--- config.mk ---
export PLATFORM = sky130hd
export DESIGN_NAME = ccd_serial_port
export DESIGN_NICKNAME = d
export VERILOG_FILES = /design/src/rtl/ccdp_pkg.sv /design/src/rtl/ccdp_sync.sv /design/src/rtl/ccdp_cfg_write.sv /design/src/rtl/ccdp_readout.sv /design/src/rtl/ccd_serial_port.sv
export SDC_FILE = /design/constraint.sdc
export NUM_CORES = 1
export LEC_CHECK = 0
export BUFFER_PORTS_ARGS = -buffer_cell sky130_fd_sc_hd__buf_2
export CAP_MARGIN = 5
export CORE_MARGIN = 4
export CORE_UTILIZATION = 40
export DETAILED_ROUTE_END_ITERATION = 7
export PLACE_DENSITY_LB_ADDON = 0.08
export SLEW_MARGIN = 10
export SYNTH_ARGS = -nofsm -noshare
export SYNTH_HDL_FRONTEND = slang
export SYNTH_SLANG_ARGS = --single-unit
--- constraint.sdc ---
create_clock -name clk -period 4.7 [get_ports clk]
set_clock_uncertainty 0.2 [all_clocks]
set_input_delay 0.94 -clock clk [delete_from_list [all_inputs] [get_ports clk]]
set_output_delay 0.94 -clock clk [all_outputs]
set_load 0.05 [all_outputs]
--- src/rtl/ccdp_pkg.sv ---
// Shared encodings for the serial configuration / readout port.
// Assumes: address is the first two bits received, in arrival order.
package ccdp_pkg;
    typedef enum logic [1:0] {
        ADR_IDLE0 = 2'b00,
        ADR_SRC   = 2'b01,
        ADR_GAIN  = 2'b10,
        ADR_IDLE1 = 2'b11
    } addr_e;

    typedef enum logic [1:0] {
        SRC_SENSOR = 2'b00,
        SRC_AUX1   = 2'b01,
        SRC_AUX2   = 2'b10,
        SRC_KEEP   = 2'b11
    } src_e;

    // positions of the host inputs in the synchronizer vector
    localparam int IDX_SCLK  = 0;
    localparam int IDX_LOAD  = 1;
    localparam int IDX_MODE  = 2;
    localparam int IDX_VSAMP = 3;
    localparam int IDX_DIN   = 4;
    localparam int N_SYNC    = 5;
endpackage

--- src/rtl/ccdp_sync.sv ---
// Two-stage synchronizer with rise/fall detection for each of N inputs.
// Assumes: inputs stay stable for at least two system clocks per level.
module ccdp_sync #(
    parameter int N = 5
) (
    input  logic         clk,
    input  logic         rst_n,
    input  logic [N-1:0] async_i,
    output logic [N-1:0] lvl_o,
    output logic [N-1:0] rise_o,
    output logic [N-1:0] fall_o
);
    genvar g;
    generate
        for (g = 0; g < N; g++) begin : g_bit
            logic s1, s2, s3;
            // resample the input and keep one older copy for edge detection
            always_ff @(posedge clk) begin
                if (!rst_n) begin
                    s1 <= 1'b0;
                    s2 <= 1'b0;
                    s3 <= 1'b0;
                end else begin
                    s1 <= async_i[g];
                    s2 <= s1;
                    s3 <= s2;
                end
            end
            assign lvl_o[g]  = s2;
            assign rise_o[g] = s2 & ~s3;
            assign fall_o[g] = ~s2 & s3;
        end
    endgenerate
endmodule

--- src/rtl/ccdp_cfg_write.sv ---
// Receives a control word bit by bit and commits its payload to the
// source-select or gain register on a commit strobe.
// Assumes: strobes are single-cycle pulses from the synchronizer.
module ccdp_cfg_write
    import ccdp_pkg::*;
#(
    parameter int WORD_W = 8,
    parameter int PAY_W  = 6
) (
    input  logic             clk,
    input  logic             rst_n,
    input  logic             wr_en,
    input  logic             bit_stb,
    input  logic             bit_val,
    input  logic             commit_stb,
    output logic [1:0]       src_sel,
    output logic [PAY_W-1:0] gain_code
);
    localparam int CNT_W = $clog2(WORD_W + 1);
    localparam logic [CNT_W-1:0] FULL = CNT_W'(WORD_W);

    logic [WORD_W-1:0] sh_q;
    logic [CNT_W-1:0]  cnt_q;
    logic [1:0]        src_q;
    logic [PAY_W-1:0]  gain_q;
    addr_e             adr;
    logic [1:0]        src_pay;
    logic              take;

    assign adr     = addr_e'(sh_q[WORD_W-1 -: 2]);
    assign src_pay = sh_q[PAY_W-1 -: 2];
    assign take    = commit_stb && (cnt_q == FULL);

    // collect incoming bits and count them; commit or leaving write mode restarts
    always_ff @(posedge clk) begin
        if (!rst_n) begin
            sh_q  <= '0;
            cnt_q <= '0;
        end else if (!wr_en || commit_stb) begin
            cnt_q <= '0;
        end else if (bit_stb) begin
            sh_q  <= {sh_q[WORD_W-2:0], bit_val};
            if (cnt_q != FULL) cnt_q <= cnt_q + 1'b1;
        end
    end

    // route a complete word's payload to the register its address names
    always_ff @(posedge clk) begin
        if (!rst_n) begin
            src_q  <= SRC_SENSOR;
            gain_q <= '0;
        end else if (take) begin
            if (adr == ADR_SRC && src_pay != SRC_KEEP) src_q <= src_pay;
            if (adr == ADR_GAIN) gain_q <= sh_q[PAY_W-1:0];
        end
    end

    assign src_sel   = src_q;
    assign gain_code = gain_q;

    assert_src_legal_R4: assert property (@(posedge clk) disable iff (!rst_n)
        src_q != SRC_KEEP);
    assert_cnt_bound_R2: assert property (@(posedge clk) disable iff (!rst_n)
        cnt_q <= FULL);
    assert_short_ignored_R6: assert property (@(posedge clk) disable iff (!rst_n)
        (commit_stb && cnt_q != FULL) |=> ($stable(src_q) && $stable(gain_q)));
    assert_idle_addr_R5: assert property (@(posedge clk) disable iff (!rst_n)
        (take && (adr == ADR_IDLE0 || adr == ADR_IDLE1)) |=> ($stable(src_q) && $stable(gain_q)));
endmodule

--- src/rtl/ccdp_readout.sv ---
// Result pipeline: capture register, holding register, output shifter.
// Assumes: at most one result is reported per sample period.
module ccdp_readout #(
    parameter int RES_W = 8
) (
    input  logic             clk,
    input  logic             rst_n,
    input  logic [RES_W-1:0] res_i,
    input  logic             res_valid_i,
    input  logic             frame_stb,
    input  logic             shift_stb,
    output logic             bit_o
);
    logic [RES_W-1:0] cap_q, hold_q, sh_q;

    // capture the converter result whenever it is reported
    always_ff @(posedge clk) begin
        if (!rst_n)           cap_q <= '0;
        else if (res_valid_i) cap_q <= res_i;
    end

    // advance the two-stage pipeline on each sample strobe fall
    always_ff @(posedge clk) begin
        if (!rst_n)         hold_q <= '0;
        else if (frame_stb) hold_q <= cap_q;
    end

    // load the shifter on a frame strobe; otherwise shift out MSB first
    always_ff @(posedge clk) begin
        if (!rst_n)         sh_q <= '0;
        else if (frame_stb) sh_q <= hold_q;
        else if (shift_stb) sh_q <= {sh_q[RES_W-2:0], 1'b0};
    end

    assign bit_o = sh_q[RES_W-1];

    assert_load_wins_R10: assert property (@(posedge clk) disable iff (!rst_n)
        frame_stb |=> sh_q == $past(hold_q));
    assert_shift_R8: assert property (@(posedge clk) disable iff (!rst_n)
        (shift_stb && !frame_stb) |=> sh_q == {$past(sh_q[RES_W-2:0]), 1'b0});
    assert_latency_R9: assert property (@(posedge clk) disable iff (!rst_n)
        frame_stb |=> hold_q == $past(cap_q));
endmodule

--- src/rtl/ccd_serial_port.sv ---
// Top: bidirectional serial port for configuration writes and pixel readout.
// Assumes: serial clock at most a quarter of clk; one data line split into
// receive, transmit and driver-enable signals for an external pad.
module ccd_serial_port
    import ccdp_pkg::*;
#(
    parameter int RES_W = 8,
    parameter int PAY_W = 6
) (
    input  logic             clk,
    input  logic             rst_n,
    input  logic             mode_i,
    input  logic             sclk_i,
    input  logic             load_i,
    input  logic             vsamp_i,
    input  logic             data_in_i,
    output logic             data_out_o,
    output logic             data_oe_o,
    input  logic [RES_W-1:0] res_i,
    input  logic             res_valid_i,
    output logic [1:0]       mux_sel_o,
    output logic [PAY_W-1:0] gain_code_o
);
    logic [N_SYNC-1:0] raw, lvl, rise, fall;
    logic rd_mode, tx_bit;

    assign raw[IDX_SCLK]  = sclk_i;
    assign raw[IDX_LOAD]  = load_i;
    assign raw[IDX_MODE]  = mode_i;
    assign raw[IDX_VSAMP] = vsamp_i;
    assign raw[IDX_DIN]   = data_in_i;

    ccdp_sync #(.N(N_SYNC)) u_sync (
        .clk(clk), .rst_n(rst_n), .async_i(raw),
        .lvl_o(lvl), .rise_o(rise), .fall_o(fall)
    );

    assign rd_mode = lvl[IDX_MODE];

    ccdp_cfg_write #(.WORD_W(2 + PAY_W), .PAY_W(PAY_W)) u_cfg (
        .clk(clk), .rst_n(rst_n),
        .wr_en(!rd_mode),
        .bit_stb(rise[IDX_SCLK] && !rd_mode),
        .bit_val(lvl[IDX_DIN]),
        .commit_stb(rise[IDX_LOAD] && !rd_mode),
        .src_sel(mux_sel_o),
        .gain_code(gain_code_o)
    );

    ccdp_readout #(.RES_W(RES_W)) u_rd (
        .clk(clk), .rst_n(rst_n),
        .res_i(res_i), .res_valid_i(res_valid_i),
        .frame_stb(fall[IDX_VSAMP]),
        .shift_stb(rise[IDX_SCLK] && rd_mode),
        .bit_o(tx_bit)
    );

    assign data_oe_o  = rd_mode;
    assign data_out_o = rd_mode & tx_bit;

    assert_quiet_when_off_R1: assert property (@(posedge clk) disable iff (!rst_n)
        !data_oe_o |-> !data_out_o);
    assert_cfg_hold_in_read_R2: assert property (@(posedge clk) disable iff (!rst_n)
        ($past(rd_mode) && rd_mode) |-> ($stable(mux_sel_o) && $stable(gain_code_o)));
endmodule

==> Word level (Yosys, flattened, before mapping) <==
Cells that the tools add are included.
{ "word_totals": {"word_cells": 50, "in_bits": 16, "output_inout_bits": 10, "reg_bits": 57} }
{ "classes": {"bitwise": 9, "addsub": 1, "reduce_logical": 13, "mux": 2, "eq_ne": 5} }
{ "op_table": {"columns": ["op", "n"], "rows": [
  ["8-bit two-way mux", 2],
  ["2-bit AND reduction", 4],
  ["1-bit logical AND", 5],
  ["1-bit NOT", 5],
  ["4-bit by 1-bit adder with 4-bit output, second input constant", 1],
  ["1-bit bitwise AND", 4],
  ["4-bit == test, second input constant", 1],
  ["4-bit != test, second input constant", 1],
  ["2-bit by 1-bit == test with 1-bit output, second input constant", 1],
  ["2-bit == test, second input constant", 1],
  ["2-bit != test, second input constant", 1],
  ["2-bit nonzero test", 1],
  ["2-bit OR reduction", 1],
  ["1-bit logical NOT", 1],
  ["1-bit logical OR", 1]
]} }

==> Longest topological paths before layout <==
Gate-level depths: netlist of run 1.
{ "depth": {"ltp_word": 6, "ltp_mapped": 6, "mapped_depth_nobuf": 5} }

==> Cells and area by module <==
From an unflattened synthesis of run 1, not the netlist that was laid out.
{ "hier_totals": {"hier_cells": 225, "hier_area_um2": 2406.1} }
{ "by_module_without_submodules": {"columns": ["module", "area_per_inst_um2", "cells_each", "seq_area_each_um2", "instances"], "rows": [
  ["ccdp_readout", 1003.5, 86, 480.5, 1],
  ["ccdp_cfg_write", 854.6, 88, 400.4, 1],
  ["ccdp_sync", 519.2, 46, 300.3, 1],
  ["ccd_serial_port", 28.8, 5, 0.0, 1]
]} }

==> Least setup slack after synthesis of run 1 <==
No wires, ideal clock.
{ "synth_timing": {"kind": "register -> output", "start": "register u_sync.g_bit[2].s2", "end": "output port data_out_o", "n_path_buf": 0, "path_slack_ns": 2.488, "required_ns": 3.560, "t_arrival_ns": 1.072, "stages_incl_launch_ff": 2, "path_cell_list": "dfxtp_1 and2_2"} }
{ "synth_between": {"elab_chain_cells": 1} }
{ "synth_lines": {"columns": ["element", "line", "text"], "rows": [
  ["from (decl)", "ccdp_sync.sv:16", "logic s1, s2, s3;"],
  ["from (signal assigned)", "ccdp_sync.sv:21", "s2 <= 1'b0;"],
  ["from (signal assigned)", "ccdp_sync.sv:25", "s2 <= s1;"],
  ["1-bit bitwise AND", "ccd_serial_port.sv:59", "assign data_out_o = rd_mode & tx_bit;"],
  ["to (decl)", "ccd_serial_port.sv:17", "output logic data_out_o,"]
]} }
Every way passes these cells.

==> Worst setup path after layout of run 1 <==
Same ends and word-level chain as after synthesis.

==> results of run 1 <==
## power groups by stage
stage	Combinational, W	Sequential (W)	Clock [W]
CTS	0.0000450	0.000502	0.000548
global route	0.0000504	0.000503	0.000573
finish	0.0000440	0.000502	0.000529
global placement	0.0000442	0.000513	0
floorplan	0.0000320	0.000512	0
detailed placement	0.0000447	0.000512	0
## cell type report
cell class / count / share of cell area
Tap cell: 70 / 0.0341
Clock inverter: 4 / 0.0288
Sequential cell: 57 / 0.445
Clock buffer: 12 / 0.0644
Inverter: 4 / 0.00585
Multi-Input combinational cell: 163 / 0.368
Timing Repair Buffer: 27 / 0.0546
## Yosys cell counts
cell type	instances
dfxtp_1	57
nand2_1	46
a21oi_1	19
mux2i_1	17
and2_1	14
clkbuf_1	12
nand3_1	11
o21ai_0	11
nor2_1	8
a311oi_1	7
nor3_1	7
inv_1	4
buf_2	3
nor2b_1	3
nor3b_1	3
ha_1	2
nand2b_1	2
nand3b_1	2
nand4_1	2
and2_2	1
and2b_2	1
and3b_1	1
and3b_2	1
and4b_1	1
buf_6	1
clkbuf_2	1
o21a_1	1
or2_1	1
or3b_1	1
or4_1	1
## stage by stage
stage	hold WS, ps	worst slack [ps]	power [W]	cells
floorplan	212	2490	0.000544	241
global placement	217	2170	0.000557	321
finish	231	2400	0.00107	337
detailed placement	218	2150	0.000557	321
global route	261	2320	0.00113	337
CTS	235	2380	0.00109	337
## cell families after synthesis
family	after synthesis
and+or+nand+nor	106
DFF	57
AOI/OAI and AO/OA	38
buffers and inverters	21
muxes	17
adders and majority gates	2
## sequential cells by signal, indices dropped and copies added, names as in the netlist
register,cells
u_cfg.cnt_q,4
u_cfg.gain_code,6
u_cfg.sh_q,8
u_cfg.src_sel,2
u_rd.cap_q,8
u_rd.hold_q,8
u_rd.sh_q,8
u_sync.g_bit.s1,5
u_sync.g_bit.s2,5
u_sync.g_bit.s3,3
## routing by layer
metal	wire length, um	part of all wire	GRT usage
met5	0	0	0
met4	70	0.017	0.0648
met3	158	0.039	0.0592
met2	1960	0.49	0.229
met1	1820	0.46	0.154
## how the worst max path moves through the flow
stage	start	endpoint	slack, ps
2_1_floorplan	u_sync.g_bit[2].s2	data_out_o	2490
3_3_place_gp	rst_n	u_rd.sh_q[2]	2170
3_5_place_dp	rst_n	u_rd.sh_q[5]	2150
4_1_cts	u_sync.g_bit[2].s2	data_out_o	2380
5_1_grt	u_sync.g_bit[2].s2	data_out_o	2320
6_report	u_sync.g_bit[2].s2	data_out_o	2400
## critical path, cell delays in order, from the launching register on
cell     delay [ps]
dfxtp_1         410
and2_2          160
buf_2           250
==> key figures, run 1 <==
CTS
  • # hold bufs at CTS: 0
  • Post-CTS resize count: 0
  • Clk_lat worst skew: about 330 ps
  • H-tree lvl count: 3
  • TritonCTS clock tree: yes
  • Post-CTS setup buffers: 0
  • Clk sinks: 57
  • Total CTS buffers: 9
  • CTS clk-pin slew, worst paths: roughly 60 ps
  • Clk root buf: clkbuf_8
  • Longest Clk Path Bufs: 2

Power and ir drop
  • Power per Cell Area: about 420 nW/um^2
  • Internal power: around 0.00086 W
  • VDD IR max: between 200 and 250 uV
  • P_leak: between 0.9 and 1 nW
  • Sw Ratio: 0.204
  • Comb power frac: 0.041
  • P_sw: between 0.0002 and 0.00025 W
  • Clock share of power: 0.492
  • Seq pwr share: 0.467

Synth
  • Top-area cell type share of the netlist area: 0.524
  • Netlist cell types: 30
  • Largest family of logic cells by synthesized area: simple AND/OR/NAND/NOR gates
  • Synthesized area per cell: 9.03 um^2
  • Area share of and/or/nand/nor cells after synthesis: 0.243
  • Synth Area in Compound Gates: 0.101
  • Synth Warn #: 0
  • Fraction of synthesized area in multiplexers: 0.0782
  • Post-synth top area cell: dfxtp_1
  • Top cells by area, synth: dfxtp_1 (52%), nand2_1 (7.9%), mux2i_1 (7.8%), a21oi_1 (4.4%), and2_1 (4.0%)
  • Flop and latch count out of synthesis: 57
  • Xor/xnor share of the synthesized area: 0
  • Adder-cell share of the synthesized area: 0.0115
  • Syn nets: 259
  • Cells after Synth: 241
  • Seq/Total Area, Yosys: 0.524
  • Cell Area, Synth: between 2000 and 2500 um^2

Routing
  • Post-DR wirelength/cell: approximately 12 um
  • Routed wire length: around 4000 um
  • Vias per inst: 4.87
  • Via count: around 1,600
  • DRC viols: 0
  • Post-route antenna net violation count: 0
  • DR iter-0 viols: 82
  • DR pass1 iterations: 4

Die
  • Core area: between 5000 and 6000 um^2
  • Die height: around 80 um
  • Die X: just over 80 um
  • Site Rows: 26
  • Top Ports: 26
  • Die area: ~6700 um^2
  • Initial Utilization: 0.418

Min path
  • WHS Path Cells: 1
  • Worst Hold Class: reg2reg
  • Hold Startpoint: u_sync.g_bit[3].s1
  • Worst Hold Path EP: u_sync.g_bit[3].s2

Final layout
  • FILL cells: approximately 520
  • Layout Nets: 280
  • ANT cells: 0
  • FF/Latch Area: roughly 1100 um^2
  • Design area: roughly 2600 um^2
  • Most frequent cells in the layout: dfxtp_1 (57), nand2_1 (46), buf_2 (25)
  • Multi-input combinational cell area: ~940 um^2
  • Most common cell after layout, fill and taps aside: dfxtp_1
  • Area grow syn2layout: 17.9%
  • Final core occ: 0.493
  • Share of layout cells above drive strength 1: 0.172

Place
  • IO buf count: 25
  • Placed Area: around 2300 um^2
  • RD Place Congestion: 0.667
  • DP HPWL: 2580 um

Worst setup path
  • R2R Path Start: u_sync.g_bit[2].s2
  • R2r setup slk: slightly below 3000 ps
  • Crit path launch type: flip-flop
  • Crit path DAT: approximately 1200 ps
  • CP endpoint kind: primary output
  • Crit path max fanout: 7
  • WP data required: 3560 ps
  • WS Path Type: reg2out
  • R2R depth: 3
  • Reg2reg end: u_cfg.cnt_q[2]

STA
  • Final Hold Fails: 0
  • Setup violators final: 0
  • Slew @ Worst Pin: about 960 ps
  • RSZ-0062 raised after global routing: false
  • Post-layout min period: approximately 2300 ps
  • Pins Over Slew Limit: 0
  • Tcrit/Tclk final: 0.489
  • Fmax: 435 MHz
  • Setup TNS: 0 ps
  • Worst relative slew slack: 0.357

Run status
  • Status: finished, final reports clean

Global route
  • GRT overflow: 0
  • Largest net degree at the start of global routing: 32
  • Initial antenna violation count: 0
  • Vias in the first global route: around 1,600
  • First-pass GRT wire length: 6980 um
  • GRT Util Overall: 0.139

Job
  • MaxCap Viol Count: 0
(Power assumes the default switching activity.)
==> inputs of run 2 (changes only) <==
- clock period: 4.7 -> 2.3 ns (I/O delays scaled with it)
==> key figures, run 2 (synthesis gave the netlist of run 1 again) <==
Run status
  • Status: finished, final reports clean (unchanged)

Power and ir drop
  • VDD IR max: 455 uV (was 231 uV)
  • Clock share of power: 0.471 (was 0.492)
  • P_sw: 0.000456 W (was 0.000219 W)
  • Seq pwr share: 0.484 (was 0.467)
  • Final Power: 0.00212 W (was 0.00107 W)
  • Sw Ratio: 0.215 (was 0.204)
  • Internal power: 0.00166 W (was 0.000855 W)
  • P_leak: 0.992 nW (was 1.00 nW)
  • Power per Cell Area: 826 nW/um^2 (was 419 nW/um^2)
  • Comb power frac: 0.044 (was 0.041)

Routing
  • Highest metal used: met4 (unchanged)
  • DR pass1 iterations: 4 (unchanged)
  • Met2 routed WL: 2020 um (was 1960 um)
  • WL met3: 182 um (was 158 um)
  • DRC viols: 0 (unchanged)
  • Post-route antenna net violation count: 0 (unchanged)
  • DRT met1 WL: 1850 um (was 1820 um)
  • Via count: 1,690 (was 1,640)
  • DR iter-0 viols: 69 (was 82)
  • Post-DR wirelength/cell: 12.2 um (was 11.9 um)
  • Vias per inst: 4.97 (was 4.87)
  • Routed wire length: 4130 um (was 4010 um)

Final layout
  • Area grow syn2layout: 17.7% (was 17.9%)
  • FILL cells: 543 (was 523)
  • ANT cells: 0 (unchanged)
  • Most common cell after layout, fill and taps aside: dfxtp_1 (unchanged)
  • Most frequent cells in the layout: dfxtp_1 (57), nand2_1 (46), buf_2 (25) (unchanged)
  • Share of layout cells above drive strength 1: 0.174 (was 0.172)
  • Layout Nets: 283 (was 280)

Die
  • Initial Utilization: 0.418 (unchanged)
  • Die X: 81.8 um (unchanged)
  • Die area: 6680 um^2 (unchanged)
  • Core area: 5200 um^2 (unchanged)
  • Top Ports: 26 (unchanged)
  • Die height: 81.8 um (unchanged)
  • Site Rows: 26 (unchanged)

Global route
  • Vias in the first global route: 1,569 (was 1,552)
  • GRT Util Overall: 0.141 (was 0.139)
  • Largest net degree at the start of global routing: 32 (unchanged)
  • GRT overflow: 0 (unchanged)
  • Initial antenna violation count: 0 (unchanged)
  • First-pass GRT wire length: 7080 um (was 6980 um)

CTS
  • Post-CTS resize count: 0 (unchanged)
  • # hold bufs at CTS: 0 (unchanged)
  • TritonCTS clock tree: yes (unchanged)
  • Clk_lat worst skew: 330 ps (about the same)
  • Longest Clk Path Bufs: 2 (unchanged)
  • Clk root buf: clkbuf_8 (unchanged)
  • CTS clk-pin slew, worst paths: 70 ps (was 60 ps)
  • Total CTS buffers: 9 (unchanged)
  • Clk sinks: 57 (unchanged)
  • Post-CTS setup buffers: 0 (unchanged)
  • H-tree lvl count: 3 (unchanged)

Worst setup path
  • CP endpoint kind: primary output (unchanged)
  • Crit path max fanout: 7 (unchanged)
  • Crit path DAT: 1160 ps (about the same)
  • WS Path Type: reg2out (unchanged)
  • WP data required: 1640 ps (was 3560 ps)
  • R2R depth: 5 (was 3)
  • Slowest cell on crit path: dfxtp_1 (unchanged)
  • Origin of the worst setup path: u_sync.g_bit[2].s2 (unchanged)
  • CP Capture Point: data_out_o (unchanged)
  • Crit-path cells: and2_2 -> buf_2 (unchanged)
  • Crit path launch type: flip-flop (unchanged)
  • R2r setup slk: 530 ps (was 2930 ps)
  • Reg2reg end: u_cfg.cnt_q[2] (unchanged)
  • CP max stage delay: 410 ps (about the same)
  • R2R Path Start: u_cfg.cnt_q[0] (was u_sync.g_bit[2].s2)

STA
  • Setup violators final: 0 (unchanged)
  • Worst relative slew slack: 0.628 (was 0.357)
  • Slew @ Worst Pin: 558 ps (was 963 ps)
  • Pins Over Slew Limit: 0 (unchanged)
  • Setup TNS: 0 ps (unchanged)
  • Post-layout min period: 1820 ps
  • Fmax: between 500 and 600 MHz
  • RSZ-0062 raised after global routing: false (unchanged)
  • Tcrit/Tclk final: 0.790
  • Final Hold Fails: 0 (unchanged)

Job
  • MaxCap Viol Count: 0 (unchanged)

Place
  • IO buf count: 25 (unchanged)
  • DP HPWL: 2700 um (was 2580 um)
  • RD Place Congestion: 0.665 (was 0.667)

Min path
  • Worst Hold Class: in2reg (was reg2reg)
==> run 2: area by class of cell <==
type / count / area, um^2 / share of cell area
clock inverter: 5 / 80.1 / 0.0313
sequential: 57 / 1140 / 0.446
clock buffer: 11 / 131 / 0.0513
multi-input combinational: 163 / 943 / 0.368
tap: 70 / 87.6 / 0.0342
timing repair buffer: 30 / 163 / 0.0635
inverter: 4 / 15.0 / 0.00586
==> run 2: power groups by stage <==
stage | Combinational [W] | Sequential, W | Clock [W]
floorplan | 0.0000653 | 0.00105 | 0
global placement | 0.0000945 | 0.00105 | 0
detailed placement | 0.0000959 | 0.00105 | 0
CTS | 0.0000959 | 0.00103 | 0.00102
global route | 0.000107 | 0.00103 | 0.00108
finish | 0.0000939 | 0.00103 | 0.000997
==> run 2: per-stage QoR <==
step                cells  worst slack (ps)  utilization  cell area [um^2]  hold WS (ps)
floorplan             241               568            -              2180           212
global placement      324               587        0.451              2350           217
detailed placement    324               549        0.451              2350           221
CTS                   340               455        0.492              2560           116
global route          340               388        0.492              2560           114
finish                340               483        0.492              2560           130
==> run 2: worst min path at each step <==
| stage | endpoint | slack, ps | cells past startpoint | from |
|---|---|---|---|---|
| after CTS | u_sync.g_bit[3].s1 | 120 | 2 | vsamp_i |
| after global routing | u_sync.g_bit[2].s1 | 110 | 2 | mode_i |
| after global placement | u_sync.g_bit[3].s2 | 220 | 1 | u_sync.g_bit[3].s1 |
| after floorplan | u_sync.g_bit[0].s2 | 210 | 1 | u_sync.g_bit[0].s1 |
| final | u_sync.g_bit[3].s1 | 130 | 2 | vsamp_i |
| after detailed placement | u_sync.g_bit[1].s2 | 220 | 1 | u_sync.g_bit[1].s1 |
==> run 2: routing by layer <==
metal  GRT usage  up-vias
met5           0        -
met4      0.0648        0
met3      0.0559        9
met2       0.235       23
li1            -      864
met1       0.156      794
==> run 2: worst max-delay path: cells and delay by family, from the launching register on <==
family	cells	cell delay [ps]
buffers and inverters	1	250
flip-flops	1	410
AND/OR/NAND/NOR	1	170
==> inputs of run 3 (changes only) <==
- clock period: 2.3 -> 1.8 ns (I/O delays scaled with it)
==> key figures, run 3 (synthesis gave the netlist of run 1 again) <==
Run status
  • Status: finished, final reports clean (unchanged)

STA
  • Worst relative slew slack: 0.692 (was 0.628)
  • RSZ-0062 raised after global routing: false (unchanged)
  • Fmax: 579 MHz
  • Worst setup margin: 72.6 ps (was 483 ps)
  • Setup TNS: 0 ps (unchanged)
  • Tcrit/Tclk final: 0.960
  • Slew @ Worst Pin: 461 ps (was 558 ps)
  • Final Hold Fails: 0 (unchanged)
  • Pins Over Slew Limit: 0 (unchanged)
  • Setup violators final: 0 (unchanged)
  • Post-layout min period: 1730 ps

Global route
  • GRT overflow: 0 (unchanged)
  • Vias in the first global route: 1,595 (was 1,569)
  • First-pass GRT wire length: 7050 um (was 7080 um)
  • Largest net degree at the start of global routing: 32 (unchanged)
  • GRT Util Overall: 0.141 (about the same)
  • Initial antenna violation count: 0 (unchanged)

Worst setup path
  • Crit path max fanout: 7 (unchanged)
  • Crit path DAT: 1170 ps (was 1160 ps)
  • WP data required: 1240 ps (was 1640 ps)
  • Crit path launch type: flip-flop (unchanged)
  • CP Buf/Inv Count: 1 (unchanged)
  • Crit-path cells: and2_2 -> buf_2 (unchanged)
  • WS Path Type: reg2out (unchanged)
  • CP endpoint kind: primary output (unchanged)
  • CP max stage delay: 410 ps (about the same)
  • Slowest cell on crit path: dfxtp_1 (unchanged)
  • Delay-heaviest family, CP: flip-flops (unchanged)
  • R2r setup slk: 80 ps (was 530 ps)

CTS
  • Post-CTS resize count: 0 (unchanged)
  • TritonCTS clock tree: yes (unchanged)
  • Longest Clk Path Bufs: 2 (unchanged)
  • Clk sinks: 57 (unchanged)
  • # hold bufs at CTS: 0 (unchanged)
  • Clk root buf: clkbuf_8 (unchanged)
  • CTS clk-pin slew, worst paths: 60 ps (was 70 ps)
  • Clk_lat worst skew: 330 ps (about the same)
  • H-tree lvl count: 3 (unchanged)
  • Post-CTS setup buffers: 0 (unchanged)
  • Total CTS buffers: 9 (unchanged)

Routing
  • DRT met1 WL: 1910 um (was 1850 um)
  • Via count: 1,687 (was 1,690)
  • Highest metal used: met4 (unchanged)
  • DR pass1 iterations: 4 (unchanged)
  • DR iter-0 viols: 48 (was 69)
  • Vias per inst: 4.89 (was 4.97)
  • Post-DR wirelength/cell: 12.0 um (was 12.2 um)
  • DRC viols: 0 (unchanged)
  • Met2 routed WL: 2010 um (was 2020 um)
  • Post-route antenna net violation count: 0 (unchanged)
  • WL met3: 189 um (was 182 um)
  • Routed wire length: 4160 um (was 4130 um)

Final layout
  • Layout Nets: 288 (was 283)
  • Share of layout cells above drive strength 1: 0.207 (was 0.174)
  • Area grow syn2layout: 19.1% (was 17.7%)
  • Most frequent cells in the layout: dfxtp_1 (55), nand2_1 (46), buf_2 (25) (was dfxtp_1 (57), nand2_1 (46), buf_2 (25))
  • Most common cell after layout, fill and taps aside: dfxtp_1 (unchanged)
  • ANT cells: 0 (unchanged)

Die
  • Die X: 81.8 um (unchanged)
  • Die height: 81.8 um (unchanged)
  • Top Ports: 26 (unchanged)
  • Site Rows: 26 (unchanged)
  • Initial Utilization: 0.418 (unchanged)
  • Die area: 6680 um^2 (unchanged)
  • Core area: 5200 um^2 (unchanged)

Place
  • DP HPWL: 2820 um (was 2700 um)
  • Dpl ws: 46.3 ps (was 549 ps)
  • IO buf count: 25 (unchanged)
  • RD Place Congestion: 0.718 (was 0.665)

Job
  • MaxCap Viol Count: 0 (unchanged)

Power and ir drop
  • VDD IR max: 582 uV (was 455 uV)
  • Power per Cell Area: 1000 nW/um^2 (was 826 nW/um^2)
  • P_leak: 1.01 nW (was 0.992 nW)
  • Final Power: 0.00259 W (was 0.00212 W)

Min path
  • Worst Hold Class: in2reg (unchanged)
## run 3: changes by cell type in the layout (fill, tap and decap cells not counted), sizes merged
cell / change
buf: +5
bufinv: -1
clkinv: +1
## run 3: layer usage
metal	up-vias	GRT usage
met5	-	0
met4	0	0.0548
met3	6	0.0757
met2	25	0.232
met1	777	0.152
li1	879	-
## run 3: through the flow
step | utilization | instances | instance area (um^2) | hold slack [ps]
after floorplan | - | 241 | 2180 | 212
after global placement | 0.459 | 329 | 2390 | 214
after global routing | 0.498 | 345 | 2590 | 5.40
after detailed placement | 0.459 | 329 | 2390 | 220
final | 0.498 | 345 | 2590 | 28.2
after CTS | 0.496 | 345 | 2580 | 15.6
## run 3: final timing paths
check,to,cells after the start,from
worst max register to register,u_cfg.cnt_q[2],5,u_cfg.cnt_q[0]
worst max-delay path,data_out_o,2,u_sync.g_bit[2].s2
worst min-delay path,u_sync.g_bit[3].s1,2,vsamp_i
worst min register to register,u_sync.g_bit[0].s2,1,u_sync.g_bit[0].s1
## run 3: final cells by class
class	count	area, um^2
Sequential cell	57	1140
Fill cell	539	2610
Timing Repair Buffer	35	200
Clock inverter	5	55.1
Tap cell	70	87.6
Clock buffer	11	141
Multi-Input combinational cell	163	948
Inverter	4	15.0
## run 3: report_power, final
group / internal, W / leakage, nW / switching [W]
registers: 0.00129 / 0.465 / 0.0000160
clock network: 0.000671 / 0.0953 / 0.000489
logic: 0.0000535 / 0.451 / 0.0000701
